<file path="src/rtl/flash_cmd_if.sv">
module flash_cmd_if #(
  parameter int AW = 12,
  parameter int SB = 2,
  parameter logic [AW-1:0] UNL_A1 = 12'h555,
  parameter logic [AW-1:0] UNL_A2 = 12'h2AA,
  parameter logic [7:0] UNL_D1 = 8'hAA,
  parameter logic [7:0] UNL_D2 = 8'h55,
  parameter logic [7:0] C_PROG = 8'hA0,
  parameter logic [7:0] C_ERASE = 8'h80,
  parameter logic [7:0] C_CHIP = 8'h10,
  parameter logic [7:0] C_SECT = 8'h30,
  parameter logic [7:0] C_AUTO = 8'h90,
  parameter logic [7:0] C_FAST = 8'h20,
  parameter logic [7:0] C_RESET = 8'hF0,
  parameter logic [7:0] C_SUSP = 8'hB0,
  parameter logic [7:0] MFR_ID = 8'h01,
  parameter logic [7:0] DEV_ID = 8'h5B,
  parameter int ERASE_WIN = 8,
  localparam int NSEC = 1 << SB,
  localparam int WW = $clog2(ERASE_WIN + 1)
) (
  input  logic            clk,
  input  logic            rst_n,
  input  logic            ce_n,
  input  logic            we_n,
  input  logic            oe_n,
  input  logic            wide,
  input  logic [AW-1:0]   addr,
  input  logic [15:0]     din,
  output logic [15:0]     dout,
  output logic            dout_en,
  input  logic [15:0]     arr_rdata,
  input  logic            alg_done,
  output logic            busy,
  output logic            prog_req,
  output logic            erase_req,
  output logic            susp_req,
  output logic [AW-1:0]   cmd_addr,
  output logic [15:0]     cmd_data,
  output logic            prog_wide,
  output logic [NSEC-1:0] erase_mask
);

  typedef enum logic [3:0] {
    S_RD, S_U1, S_U2, S_PGM, S_E1, S_E2, S_E3, S_ESEC, S_AS, S_FAST, S_FPGM, S_BUSY
  } st_t;

  st_t st;
  logic wr_q, rd_q, ret_fast, st_d7, tog;
  logic [WW-1:0] win;

  wire wr_act = !ce_n && !we_n && oe_n;
  wire rd_act = !ce_n && !oe_n && we_n;
  wire wr_ev = wr_act && !wr_q;
  wire [7:0] wd = din[7:0];
  wire at_a1 = addr == UNL_A1;
  wire at_a2 = addr == UNL_A2;
  wire [15:0] pdata = wide ? din : {8'h00, din[7:0]};
  wire [NSEC-1:0] sec_bit = NSEC'(1) << addr[AW-1:AW-SB];

  assign busy = st == S_BUSY;
  assign dout_en = rd_act;

  always_comb begin
    dout = 16'h0000;
    if (dout_en) begin
      if (st == S_BUSY)
        dout = {8'h00, st_d7, tog, 6'b0};
      else if (st == S_AS)
        dout = {8'h00, addr[1:0] == 2'd0 ? MFR_ID : addr[1:0] == 2'd1 ? DEV_ID : 8'h00};
      else if (wide)
        dout = arr_rdata;
      else
        dout = {8'h00, addr[0] ? arr_rdata[15:8] : arr_rdata[7:0]};
    end
  end

  always_ff @(posedge clk or negedge rst_n) begin
    if (!rst_n) begin
      st <= S_RD;
      wr_q <= 1'b0;
      rd_q <= 1'b0;
      prog_req <= 1'b0;
      erase_req <= 1'b0;
      susp_req <= 1'b0;
      cmd_addr <= '0;
      cmd_data <= '0;
      prog_wide <= 1'b0;
      erase_mask <= '0;
      win <= '0;
      ret_fast <= 1'b0;
      st_d7 <= 1'b0;
      tog <= 1'b0;
    end else begin
      wr_q <= wr_act;
      rd_q <= rd_act;
      prog_req <= 1'b0;
      erase_req <= 1'b0;
      susp_req <= 1'b0;
      if (st == S_BUSY && rd_act && !rd_q) tog <= ~tog;
      case (st)
        S_RD: if (wr_ev && wd == UNL_D1 && at_a1) st <= S_U1;
        S_U1: if (wr_ev) st <= (wd == UNL_D2 && at_a2) ? S_U2 : S_RD;
        S_U2: if (wr_ev) begin
          if (!at_a1) st <= S_RD;
          else if (wd == C_PROG) st <= S_PGM;
          else if (wd == C_ERASE) st <= S_E1;
          else if (wd == C_AUTO) st <= S_AS;
          else if (wd == C_FAST) st <= S_FAST;
          else st <= S_RD;
        end
        S_PGM, S_FPGM: if (wr_ev) begin
          prog_req <= 1'b1;
          cmd_addr <= addr;
          cmd_data <= pdata;
          prog_wide <= wide;
          st_d7 <= ~pdata[7];
          ret_fast <= st == S_FPGM;
          st <= S_BUSY;
        end
        S_E1: if (wr_ev) st <= (wd == UNL_D1 && at_a1) ? S_E2 : S_RD;
        S_E2: if (wr_ev) st <= (wd == UNL_D2 && at_a2) ? S_E3 : S_RD;
        S_E3: if (wr_ev) begin
          if (wd == C_CHIP && at_a1) begin
            erase_req <= 1'b1;
            erase_mask <= '1;
            st_d7 <= 1'b0;
            ret_fast <= 1'b0;
            st <= S_BUSY;
          end else if (wd == C_SECT) begin
            erase_mask <= sec_bit;
            win <= '0;
            st <= S_ESEC;
          end else st <= S_RD;
        end
        S_ESEC: begin
          if (wr_ev) begin
            if (wd == C_SECT) begin
              erase_mask <= erase_mask | sec_bit;
              win <= '0;
            end else st <= S_RD;
          end else if (win == WW'(ERASE_WIN - 1)) begin
            erase_req <= 1'b1;
            st_d7 <= 1'b0;
            ret_fast <= 1'b0;
            st <= S_BUSY;
          end else win <= win + 1'b1;
        end
        S_AS: if (wr_ev && wd == C_RESET) st <= S_RD;
        S_FAST: if (wr_ev) st <= (wd == C_PROG) ? S_FPGM : S_RD;
        S_BUSY: begin
          if (alg_done) st <= ret_fast ? S_FAST : S_RD;
          else if (wr_ev && wd == C_SUSP) susp_req <= 1'b1;
        end
        default: st <= S_RD;
      endcase
    end
  end

endmodule

</file>
<file path="config.mk">
export PLATFORM = sky130hd
export DESIGN_NAME = flash_cmd_if
export DESIGN_NICKNAME = d
export VERILOG_FILES = /design/src/rtl/flash_cmd_if.sv
export SDC_FILE = /design/constraint.sdc
export NUM_CORES = 1
export LEC_CHECK = 0
export CORE_MARGIN = 5
export CORE_UTILIZATION = 42
export CTS_BUF_LIST = sky130_fd_sc_hd__clkbuf_4 sky130_fd_sc_hd__clkbuf_8 sky130_fd_sc_hd__clkbuf_16
export CTS_CLUSTER_SIZE = 8
export DETAILED_ROUTE_END_ITERATION = 6
export DONT_BUFFER_PORTS = 1
export PLACE_DENSITY = 0.54
export RECOVER_POWER = 100
export SYNTH_ARGS = -nofsm -noshare
export SYNTH_HDL_FRONTEND = slang
export SYNTH_SLANG_ARGS = --single-unit
</file>
<file path="constraint.sdc">
create_clock -name clk -period 3.7 [get_ports clk]
set_clock_uncertainty 0.2 [all_clocks]
set_input_delay 0.555 -clock clk [delete_from_list [all_inputs] [get_ports clk]]
set_output_delay 0.555 -clock clk [all_outputs]
set_load 0.03 [all_outputs]
</file>
==> impl_metrics.tcl <==
set metrics [dict create \
    status "finished clean" \
    ys_types 52 \
    cts_max_level 2 \
    drc_errors 0 \
    fin_util 0.450 \
    p_total_mw 1.28 \
    ctsLongestPathBuffers 2 \
    powerDensity_nw_per_um2 423 \
    synth-seq-cells 49 \
    start_util 0.425 \
    cp.required_ns 2.94 \
    slew_viol_final 0 \
    post-place-ws_ns 0.768 \
    via_per_inst 5.76 \
    diodes 0 \
    grt_pass1_wl_um 12700 \
    synth_edf_count 0 \
    finalSetupViolCount 0 \
    synthCells 346 \
    dieArea_um2 8550 \
    synth_nets 398 \
    syn_avg_cell_area_um2 8.26 \
    finalHoldViolations 0 \
    rsz0062_at_grt "false" \
    cts_sinks 49 \
    die_w_um 92.5 \
    overflow 0 \
    hold_class "in2reg" \
    power.leakage_nw 1.38 \
    vdd_drop_max_mv 0.198 \
    period_needed_ns 3.15 \
    cap_violations 0 \
    critPathMaxFanout 16 \
    firstDrtPassIters 4 \
    grt_max_degree 50 \
    clkSlewWorstSetupHoldPaths_ns 0.09 \
    drt.antenna.violating_nets 0 \
    grt_pass1_vias 2423 \
    ys_warn_count 0 \
    cts_tree "built" \
    path_class "reg2out" \
    period_share 0.851 \
    drt_wl_total_um 7870 \
    cp-end-kind "output port" \
    track_usage 0.186 \
    io_buffers 0 \
    cp_slowest_cell "dfrtp_1" \
    ys.flop_type "dfrtp_1" \
    insertion_delay_ns 0.31 \
    postCtsResizedCells 0 \
    max_freq_ghz 0.318 \
    area_growth_pct 5.78 \
    wire_per_inst_um 18.4 \
    fin_ws_ns 0.551 \
    setup_tns_ns 0 \
    crit_arrival_ns 2.39 \
    seqCellArea_um2 1230 \
    num_rows 30 \
    cts_root_buf "clkbuf_8" \
    dieHeight_um 92.5 \
    core_area_um2 6720 \
    slowest_delay_ns 0.56 \
    dp_hpwl_um 5850 \
    gp_congestion 0.932 \
    relSlewSlack 0.393 \
    io_pins 105 \
    path_cells "nand2b_1, nor2_1, clkbuf_1, nand3_1, o211ai_1" \
    cts_buffers 5 \
    drive_above_1_share 0.0489 \
    synth_area_um2 2860 \
    fillerInstances 695 \
    drtIter0Drc 219 \
    fin_nets 399 \
    max_slew.worst_pin.slew_ns 0.909 \
    ys_async_sr_fraction 1.00 \
    crit_path_start_kind "register" \
    grt_antenna_before_repair 0 \
    seq_area_frac_synth 0.429 \
    multi_input_area_um2 1490 \
    num_vias 2466 \
]
==> synth_stat cells, types with 2 or more instances <==
cell type,instances,share of area
or4bb_1,2,0.0079
or4b_1,2,0.0070
nand4_1,5,0.011
nand3_1,11,0.019
nor4_1,6,0.013
nor4bb_1,5,0.018
mux2i_1,8,0.028
o41ai_1,2,0.0061
o22ai_1,3,0.0066
and3_1,9,0.020
nor3b_1,4,0.011
inv_1,6,0.0079
or3_1,4,0.0088
o21ai_0,8,0.014
o21ai_1,17,0.030
nor2b_1,4,0.0088
a21oi_1,12,0.021
nand2b_1,8,0.018
clkbuf_1,16,0.021
nor2_1,21,0.028
dfrtp_1,49,0.43
or4_1,2,0.0053
nand2_1,97,0.13
xnor2_1,2,0.0061
nor4b_1,2,0.0061
nor3_4,2,0.011
xor2_1,2,0.0061
nand3b_1,2,0.0053
nor3_1,12,0.021
==> sequential cells by signal, indices dropped and copies added, names as in the netlist, 4 cells and up <==
name / count
erase_mask: 4
cmd_data: 16
st: 4
win: 4
cmd_addr: 12
==> final cells by class <==
type | instances | area share
multi-input combinational | 272 | 0.491
sequential | 49 | 0.406
tap | 80 | 0.0331
timing repair buffer | 12 | 0.0290
clock buffer | 5 | 0.0228
clock inverter | 3 | 0.00952
inverter | 7 | 0.00869
==> worst max-delay path, delay by kind of cell (launching register included) <==
kind,cells,cell delay (ns)
buffers and inverters,1,0.43
DFF,1,0.56
AOI/OAI and AO/OA,1,0.35
and+or+nand+nor,3,0.74
==> worst paths after layout <==
kind	start	end	slack, ns	cells past startpoint
worst min register to register	tog	tog	0.28	1
worst min-delay path	ce_n	wr_q	0.11	1
worst max-delay path	st[2]	dout[6]	0.55	5
max in group asynchronous	rst_n	rd_q	2.52	2
min in group asynchronous	rst_n	cmd_data[4]	0.56	2
worst max register to register	wr_q	st[3]	0.99	6
==> report_power, final <==
group,switching [mW],leakage (nW),total (mW),internal [mW]
sequential,0.120,0.664,0.699,0.579
combinational,0.137,0.664,0.226,0.0888
clock,0.213,0.0506,0.355,0.142
total,0.470,1.38,1.28,0.810
==> routing by layer <==
layer | vias up | wire length [µm] | track usage
met1 | 1152 | 3220 | 0.238
met3 | 6 | 761 | 0.0666
met4 | 0 | 67 | 0.0520
li1 | 1205 | - | -
met5 | - | 0 | 0
met2 | 103 | 3820 | 0.297
==> repair_timing <==
action | CTS | global route
setup buffers | 0 | 0
hold buffers | 2 | 0
endpoints found under the setup margin | 0 | 0
endpoints found under the hold margin | 49 | 0
==> cell families after synthesis <==
logic type	share of synthesized area
flops	0.429
mux	0.0280
xor+xnor	0.0123
simple gates	0.364
buf+inv	0.0359
compound gates	0.126
fa+ha+maj	0.00438
==> metrics by stage <==
stage,std cells,cell area (µm²),hold slack [ns]
finish,428,3020,0.108
global route,428,3020,0.0959
CTS,428,3100,0.0963
global placement,418,2960,0.0617
floorplan,346,2860,0.0594
detailed placement,418,2960,0.0618
==> layout by cell type (no fill, tap or decap), types with 7 or more instances in the layout <==
master / count
nand3_1: 11
nor3_1: 14
dfrtp_1: 49
a21oi_1: 12
mux2i_1: 8
nor2_1: 21
nand2b_1: 8
nand2_1: 97
inv_1: 7
and3_1: 9
o21ai_0: 22
nor4_1: 7
Power figures use the tool's default switching activity.
